$ cat src/rtl/predblk_pkg.sv
package predblk_pkg;
    localparam int PB_COND_W  = 4;
    localparam int PB_MASK_W  = 4;
    localparam int PB_STATE_W = PB_COND_W + PB_MASK_W;
    localparam int PB_HI_W    = PB_STATE_W - 2;

    localparam logic [PB_COND_W-1:0] PB_COND_ALWAYS = 4'b1110;

    typedef logic [PB_STATE_W-1:0] pb_state_t;

    typedef struct packed {
        pb_state_t cur;
        pb_state_t pend;
    } pb_regs_t;
endpackage

$ cat src/rtl/predblk_shift.sv
module predblk_shift #(
    parameter int COND_W = 4,
    parameter int MASK_W = 4
) (
    input  logic [COND_W+MASK_W-1:0] state_i,
    output logic [COND_W+MASK_W-1:0] state_o
);
    localparam int SW = COND_W + MASK_W;

    logic [MASK_W-1:0] mask_now;
    logic [COND_W-1:0] cond_now;
    logic [MASK_W:0]   widened;
    logic [MASK_W-1:0] mask_next;
    logic              spill;

    always_comb begin
        mask_now  = state_i[MASK_W-1:0];
        cond_now  = state_i[SW-1:MASK_W];
        widened   = {mask_now, 1'b0};
        spill     = widened[MASK_W];
        mask_next = widened[MASK_W-1:0];
        if (mask_next == '0) begin
            state_o = '0;
        end else begin
            state_o = {cond_now[COND_W-1:1], spill, mask_next};
        end
    end
endmodule

$ cat src/rtl/predblk_cond_eval.sv
module predblk_cond_eval (
    input  logic [3:0] code_i,
    input  logic [3:0] nzcv_i,
    output logic       pass_o
);
    logic n_f, z_f, c_f, v_f, base;

    always_comb begin
        n_f = nzcv_i[3];
        z_f = nzcv_i[2];
        c_f = nzcv_i[1];
        v_f = nzcv_i[0];
        unique case (code_i[3:1])
            3'b000:  base = z_f;
            3'b001:  base = c_f;
            3'b010:  base = n_f;
            3'b011:  base = v_f;
            3'b100:  base = c_f & ~z_f;
            3'b101:  base = (n_f == v_f);
            3'b110:  base = ~z_f & (n_f == v_f);
            default: base = 1'b1;
        endcase
        pass_o = (code_i[3:1] == 3'b111) ? 1'b1 : (base ^ code_i[0]);
    end
endmodule

$ cat src/rtl/predblk_state_seq.sv
module predblk_state_seq
    import predblk_pkg::*;
(
    input  logic                  clk,
    input  logic                  rst,
    input  logic                  load_en,
    input  logic [PB_STATE_W-1:0] load_val,
    input  logic                  adv,
    input  logic [3:0]            nzcv_i,
    output logic [PB_STATE_W-1:0] state_o,
    output logic [PB_HI_W-1:0]    xfer_hi_o,
    output logic [1:0]            xfer_lo_o,
    output logic                  in_block_o,
    output logic [PB_COND_W-1:0]  act_cond_o,
    output logic                  exec_o
);
    localparam int MW = PB_MASK_W;
    localparam int SW = PB_STATE_W;

    pb_regs_t  regs_q, regs_d;
    pb_state_t eff_pend;
    pb_state_t stepped;
    logic      cond_pass;

    predblk_shift #(.COND_W(PB_COND_W), .MASK_W(PB_MASK_W)) u_shift (
        .state_i (regs_q.cur),
        .state_o (stepped)
    );

    predblk_cond_eval u_eval (
        .code_i (regs_q.cur[SW-1:MW]),
        .nzcv_i (nzcv_i),
        .pass_o (cond_pass)
    );

    always_comb begin
        eff_pend    = load_en ? load_val : regs_q.pend;
        regs_d      = regs_q;
        regs_d.pend = eff_pend;
        if (adv) begin
            if (eff_pend != '0) begin
                regs_d.cur = eff_pend;
            end else if (regs_q.cur != '0) begin
                regs_d.cur = stepped;
            end
            regs_d.pend = '0;
        end
    end

    always_ff @(posedge clk) begin
        if (rst) regs_q <= '0;
        else     regs_q <= regs_d;
    end

    assign state_o    = regs_q.cur;
    assign xfer_hi_o  = regs_q.cur[SW-1:2];
    assign xfer_lo_o  = regs_q.cur[1:0];
    assign in_block_o = |regs_q.cur[MW-1:0];
    assign act_cond_o = in_block_o ? regs_q.cur[SW-1:MW] : PB_COND_ALWAYS;
    assign exec_o     = in_block_o ? cond_pass : 1'b1;


    pend_handover_chk: assert property (@(posedge clk) disable iff (rst)
        (adv && !load_en && regs_q.pend != '0) |=>
        (regs_q.cur == $past(regs_q.pend) && regs_q.pend == '0));


    load_adv_chk: assert property (@(posedge clk) disable iff (rst)
        (adv && load_en && load_val != '0) |=> (state_o == $past(load_val)));


    no_adv_hold_chk: assert property (@(posedge clk) disable iff (rst)
        !adv |=> $stable(state_o));


    mask_shift_chk: assert property (@(posedge clk) disable iff (rst)
        (adv && !load_en && regs_q.pend == '0 && regs_q.cur[MW-2:0] != '0) |=>
        (state_o[MW-1:0] == {$past(state_o[MW-2:0]), 1'b0} &&
         state_o[MW] == $past(state_o[MW-1]) &&
         state_o[SW-1:MW+1] == $past(state_o[SW-1:MW+1])));


    window_end_chk: assert property (@(posedge clk) disable iff (rst)
        (adv && !load_en && regs_q.pend == '0 && regs_q.cur[MW-2:0] == '0) |=>
        (state_o == '0 && !in_block_o));


    outside_exec_chk: assert property (@(posedge clk) disable iff (rst)
        !in_block_o |-> exec_o);
endmodule

$ cat config.mk
export PLATFORM = sky130hd
export DESIGN_NAME = predblk_state_seq
export DESIGN_NICKNAME = d
export VERILOG_FILES = /design/src/rtl/predblk_pkg.sv /design/src/rtl/predblk_shift.sv /design/src/rtl/predblk_cond_eval.sv /design/src/rtl/predblk_state_seq.sv
export SDC_FILE = /design/constraint.sdc
export NUM_CORES = 1
export LEC_CHECK = 0
export CAP_MARGIN = 10
export CORE_AREA = 2 2 46 48
export DETAILED_ROUTE_END_ITERATION = 6
export DIE_AREA = 0 0 48 50
export DONT_BUFFER_PORTS = 1
export GPL_TIMING_DRIVEN = 0
export PLACE_DENSITY = 0.73
export SLEW_MARGIN = 20
export SYNTH_ARGS = -nofsm -noshare
export SYNTH_HDL_FRONTEND = slang
export SYNTH_SLANG_ARGS = --single-unit
$ cat constraint.sdc
create_clock -name clk -period 2.55 [get_ports clk]
set_input_delay 0.51 -clock clk [delete_from_list [all_inputs] [get_ports clk]]
set_output_delay 0.51 -clock clk [all_outputs]
set_load 0.05 [all_outputs]
; ---- After elaboration in Yosys (flattened, before gate mapping)
; Index checks and enable logic that the tools add are counted.
[totals]
reg_bits = 16
output_inout_bits = 22
[classes]
n_eq_ne = 8
n_mux = 8
bitwise = 4
n_reduce_logical = 10
[op_table]
columns = cell, count
row1 = 2-to-1 mux 8 bit, 4
row2 = nonzero test 8 bit, 2
row3 = equality test 3 bit (second input constant), 4
row4 = case mux 1 bit (7 select lines), 1
row5 = equality test 3 x 2 -> 1 bit (second input constant), 2
row6 = logical NOT 3 bit, 2
row7 = 2-to-1 mux 4 bit, 1
row8 = nonzero test 2 bit, 2
row9 = OR reduction 4 bit, 1
row10 = equality test 3 x 1 -> 1 bit (second input constant), 1
row11 = AND reduction 3 bit, 1
row12 = AND 1 bit, 2
row13 = 2-to-1 mux 1 bit, 2
row14 = AND reduction 2 bit, 1
row15 = OR reduction 2 bit, 1
row16 = equality test 1 bit, 1
row17 = NOT 1 bit, 1
row18 = bitwise XOR 1 bit, 1

; ---- Logic depth before layout (Yosys ltp)
[logic_depth]
depth_word = 6
mapped_depth = 6

; ---- Hierarchy
; From an unflattened synthesis, not the netlist that was laid out.
[hier_totals]
cells_unflattened = 134
area_unflattened_um2 = 1131.1
[modules_own_cells]
columns = mod, n_inst, cells_per_inst, area_each_um2
row1 = predblk_state_seq, 1, 105, 932.1
row2 = predblk_cond_eval, 1, 20, 141.4
row3 = predblk_shift, 1, 9, 57.6

; ---- Worst setup path after synthesis
; No wires, ideal clock.
[synth_timing]
path_type = register -> output
start = register regs_q, in the netlist state_o[6]
end = output port exec_o
arrival_ps = 1725
slack_ps = 315
stages_incl_launch_ff = 6
n_path_buf = 1
cell_sequence = dfxtp_1 > clkbuf_1 > mux4_2 > xnor2_1 > nor2_1 > a211o_1
[synth_via]
elab_chain_cells = 5
word_cells_on_any_way = 12
[synth_lines]
columns = item, line
row1 = from (decl), predblk_state_seq.sv:20  ; pb_regs_t regs_q, regs_d;
row2 = from (signal assigned), predblk_state_seq.sv:52  ; else regs_q <= regs_d;
row3 = equality test 3 bit (tied with other cells), predblk_cond_eval.sv:13  ; unique case (code_i[3:1])
row4 = case mux 1 bit (7 select lines), predblk_cond_eval.sv:13
row5 = bitwise XOR 1 bit, predblk_cond_eval.sv:23  ; pass_o = (code_i[3:1] == 3'b111) ? 1'b1 : (base ^ code_i[0]);
row6 = 2-to-1 mux 1 bit *, predblk_cond_eval.sv:23
row7 = 2-to-1 mux 1 bit *, predblk_state_seq.sv:60  ; assign exec_o = in_block_o ? cond_pass : 1'b1;
row8 = to (decl), predblk_state_seq.sv:15  ; output logic exec_o
; Every way passes the cells marked *; elsewhere a longest branch is shown, timed or not.

; ---- Final worst setup path
[layout_timing]
start = register regs_q, in the netlist state_o[2]
end = output port act_cond_o[3]
[layout_via]
elab_chain_cells = 2
[layout_lines]
columns = item, line
row1 = OR reduction 4 bit, predblk_state_seq.sv:58  ; assign in_block_o = |regs_q.cur[MW-1:0];
row2 = net in_block_o, predblk_state_seq.sv:13  ; output logic in_block_o,
row3 = 2-to-1 mux 4 bit, predblk_state_seq.sv:59  ; assign act_cond_o = in_block_o ? regs_q.cur[SW-1:MW] : PB_COND_ALWAYS;
row4 = to (decl), predblk_state_seq.sv:14  ; output logic [PB_COND_W-1:0] act_cond_o,
; The timed path passes the listed nets, and every way through them passes these cells.

==> flow_metrics.py <==
metrics = {
    "worst_setup_path": {
        "reg2reg_from": "regs_q[4]",
        "crit_start": "state_o[2]",
        "cp.arrival_ns": 1.94,
        "crit_fanout": 6,
        "rr_worst_depth": 4,
        "path_class": "register to primary output",
        "rrSetupSlack_ns": 0.70,
        "end_kind": "primary output",
        "crit_end": "act_cond_o[3]",
        "start_kind": "register",
        "r2r_end": "state_o[3]",
        "crit_required_ns": 2.04,
    },
    "power": {
        "power_frac_comb": 0.392,
        "p_seq_frac": 0.376,
        "p_sw_frac": 0.422,
        "switching_power_w": 0.000317,
        "irDropWorstVdd_mv": 0.427,
        "powerDensity_nw_per_um2": 650,
        "p_clk_frac": 0.232,
        "p_leak_nw": 0.445,
        "intPower_w": 0.000433,
    },
    "synth": {
        "synth_top_area_cell": "dfxtp_1",
        "yosys-top-cells-count": "16 x buf_4, 16 x dfxtp_1, 10 x nor2_1",
        "async_flop_share": 0,
        "synthCells": 125,
        "yosysSeqAreaShare": 0.295,
        "synth_top_cell_area_share": 0.295,
        "synth_seq_cells": 16,
        "ys_warn_count": 0,
        "synthFlopType": "dfxtp_1",
        "synth.distinct_cells": 31,
        "syn_avg_cell_area_sq_um": 8.68,
        "synth_edf_count": 0,
        "ys_top_cells_by_area": "dfxtp_1 30%, buf_4 11%, mux2i_1 4.6%",
        "syn_nets": 141,
        "syn_area_sq_um": 1080,
    },
    "drt": {
        "avgRoutedWirePerCell_microns": 14.1,
        "drt_iter0_drc": 21,
        "remaining_drc_errors": 0,
        "via_count": 911,
        "vias_per_cell": 5.88,
        "ant_nets": 0,
        "finalWirelength_microns": 2180,
        "dr.pass1.iters": 4,
    },
    "grt": {
        "grt_pass1_wl_microns": 3350,
        "grt_pass1_vias": 784,
        "gr-total-overflow": 0,
        "grtUsageTotal": 0.193,
        "grt_max_degree": 11,
        "antenna_found_initial": 0,
    },
    "worst_hold_path": {
        "holdCritPathClass": "input port to register",
    },
    "sta": {
        "max_freq_mhz": 408,
        "whs_ns": 0.420,
        "final.min_clock_period_ns": 2.45,
        "hold_viol": 0,
        "final-setup-viol-count": 0,
        "rsz0062_at_grt": "yes",
        "period_share": 0.962,
        "tightest_slew_ns": 0.949,
        "finalClockSkew_ns": 0.00197,
        "relSlewSlack": 0.366,
        "drv_slew": 0,
    },
    "layout": {
        "n_antenna_cell": 0,
        "fin_util": 0.607,
        "stdcell_count": 155,
        "nets": 145,
        "syn2layout_area_growth_pct": 6.34,
        "layout-drive-gt1-share": 0.305,
    },
    "placed_design": {
        "portBuffers": 0,
        "dp_hpwl_microns": 1740,
        "gp_congestion": 0.726,
        "place_inst": 152,
    },
    "clock_tree": {
        "root_buffer": "clkbuf_4",
        "post_cts_buffers": 0,
        "htreeDepth": 1,
        "clock_latency_ns": 0.30,
        "cts_tree": "yes",
        "clk_pin_slew_worst_paths_ns": 0.10,
        "cts_buffers": 3,
        "cts.path.max_buffers": 2,
        "clock-sinks": 16,
    },
    "die": {
        "fp.dieW_microns": 48,
        "dieArea_sq_um": 2400,
        "io_pins": 38,
        "die_y_microns": 50,
        "rows": 16,
        "start_util": 0.570,
        "core_sq_um": 1900,
    },
    "run_status": {
        "run_status": "finished clean",
    },
    "flow_run": {
        "drv_cap": 0,
    },
}
==> layer usage <==
metal / share of wire / vias up / wire (microns) / GRT usage
met5: 0 / - / 0 / 0
met4: 0.017 / 0 / 37 / 0.0676
met3: 0.062 / 5 / 136 / 0.0440
met2: 0.48 / 45 / 1050 / 0.311
met1: 0.44 / 423 / 957 / 0.243
li1: - / 438 / - / -
==> registers in the layout, indices dropped and copies added (netlist names) <==
register  cells
state_o       8
regs_q        8
==> stage by stage <==
stage          worst slack [ns]  area [sq um]  total power, W  setup TNS (ns)
4_1_cts                  0.0381          1150        0.000750               0
3_3_place_gp              0.239          1120        0.000576               0
2_1_floorplan             0.315          1080        0.000555               0
6_report                 0.0960          1150        0.000750               0
3_5_place_dp              0.219          1120        0.000582               0
5_1_grt                 -0.0415          1150        0.000782          -0.122
==> critical path, stage by stage, from the launching register on <==
cell and delay (ns):
dfxtp_1 0.38, nor4_2 0.44, inv_1 0.36, nand2_1 0.47
==> placed cells by master (no fill, tap or decap), drive strengths merged <==
cell     count
a31oi        2
dfxtp       16
nand2b       1
o21ai        6
buf         18
or3          2
mux2         3
o311ai       3
nor3         8
or2          2
xnor2        3
or3b         2
nand3b       3
a211oi       1
nor4         3
nor2        10
mux2i        5
or4          2
o22ai        3
a311oi       1
a2111oi      3
nand2        9
inv          4
and4         1
clkbuf       9
nor2b        6
mux4         1
a211o        1
==> cells by family after synthesis <==
| kind of cell | synth area share |
|---|---|
| compound gates | 0.145 |
| simple gates | 0.283 |
| flops | 0.295 |
| mux | 0.0980 |
| xor+xnor | 0.0242 |
| buf+inv | 0.155 |
==> cell type report <==
| cell class | instances | area, sq um |
|---|---|---|
| multi-input combinational | 81 | 598 |
| buffer | 23 | 149 |
| fill | 181 | 748 |
| clock buffer | 4 | 36.3 |
| sequential | 16 | 322 |
| tap | 27 | 33.8 |
| inverter | 4 | 15.0 |
==> how the worst min path moves through the flow <==
stage,from,end,slack [ns],cells after the start
final,load_val[4],regs_q[4],0.42,2
after global routing,load_val[4],regs_q[4],0.44,2
after CTS,load_val[4],regs_q[4],0.42,2
after detailed placement,regs_q[2],regs_q[2],0.54,2
after global placement,regs_q[2],regs_q[2],0.52,2
after floorplan,regs_q[2],regs_q[2],0.49,2
==> power groups by stage <==
stage          logic (W)  clock network, W  registers (W)
3_5_place_dp    0.000296                 0       0.000286
6_report        0.000294          0.000174       0.000282
2_1_floorplan   0.000274                 0       0.000281
3_3_place_gp    0.000291                 0       0.000285
5_1_grt         0.000313          0.000184       0.000284
4_1_cts         0.000295          0.000173       0.000282
==> repair_timing <==
item,4_1_cts,5_1_grt
hold buffers,0,0
cloned,0,0
endpoints found under the setup margin,1,4
resized for setup,1,1
(Power assumes the default switching activity.)
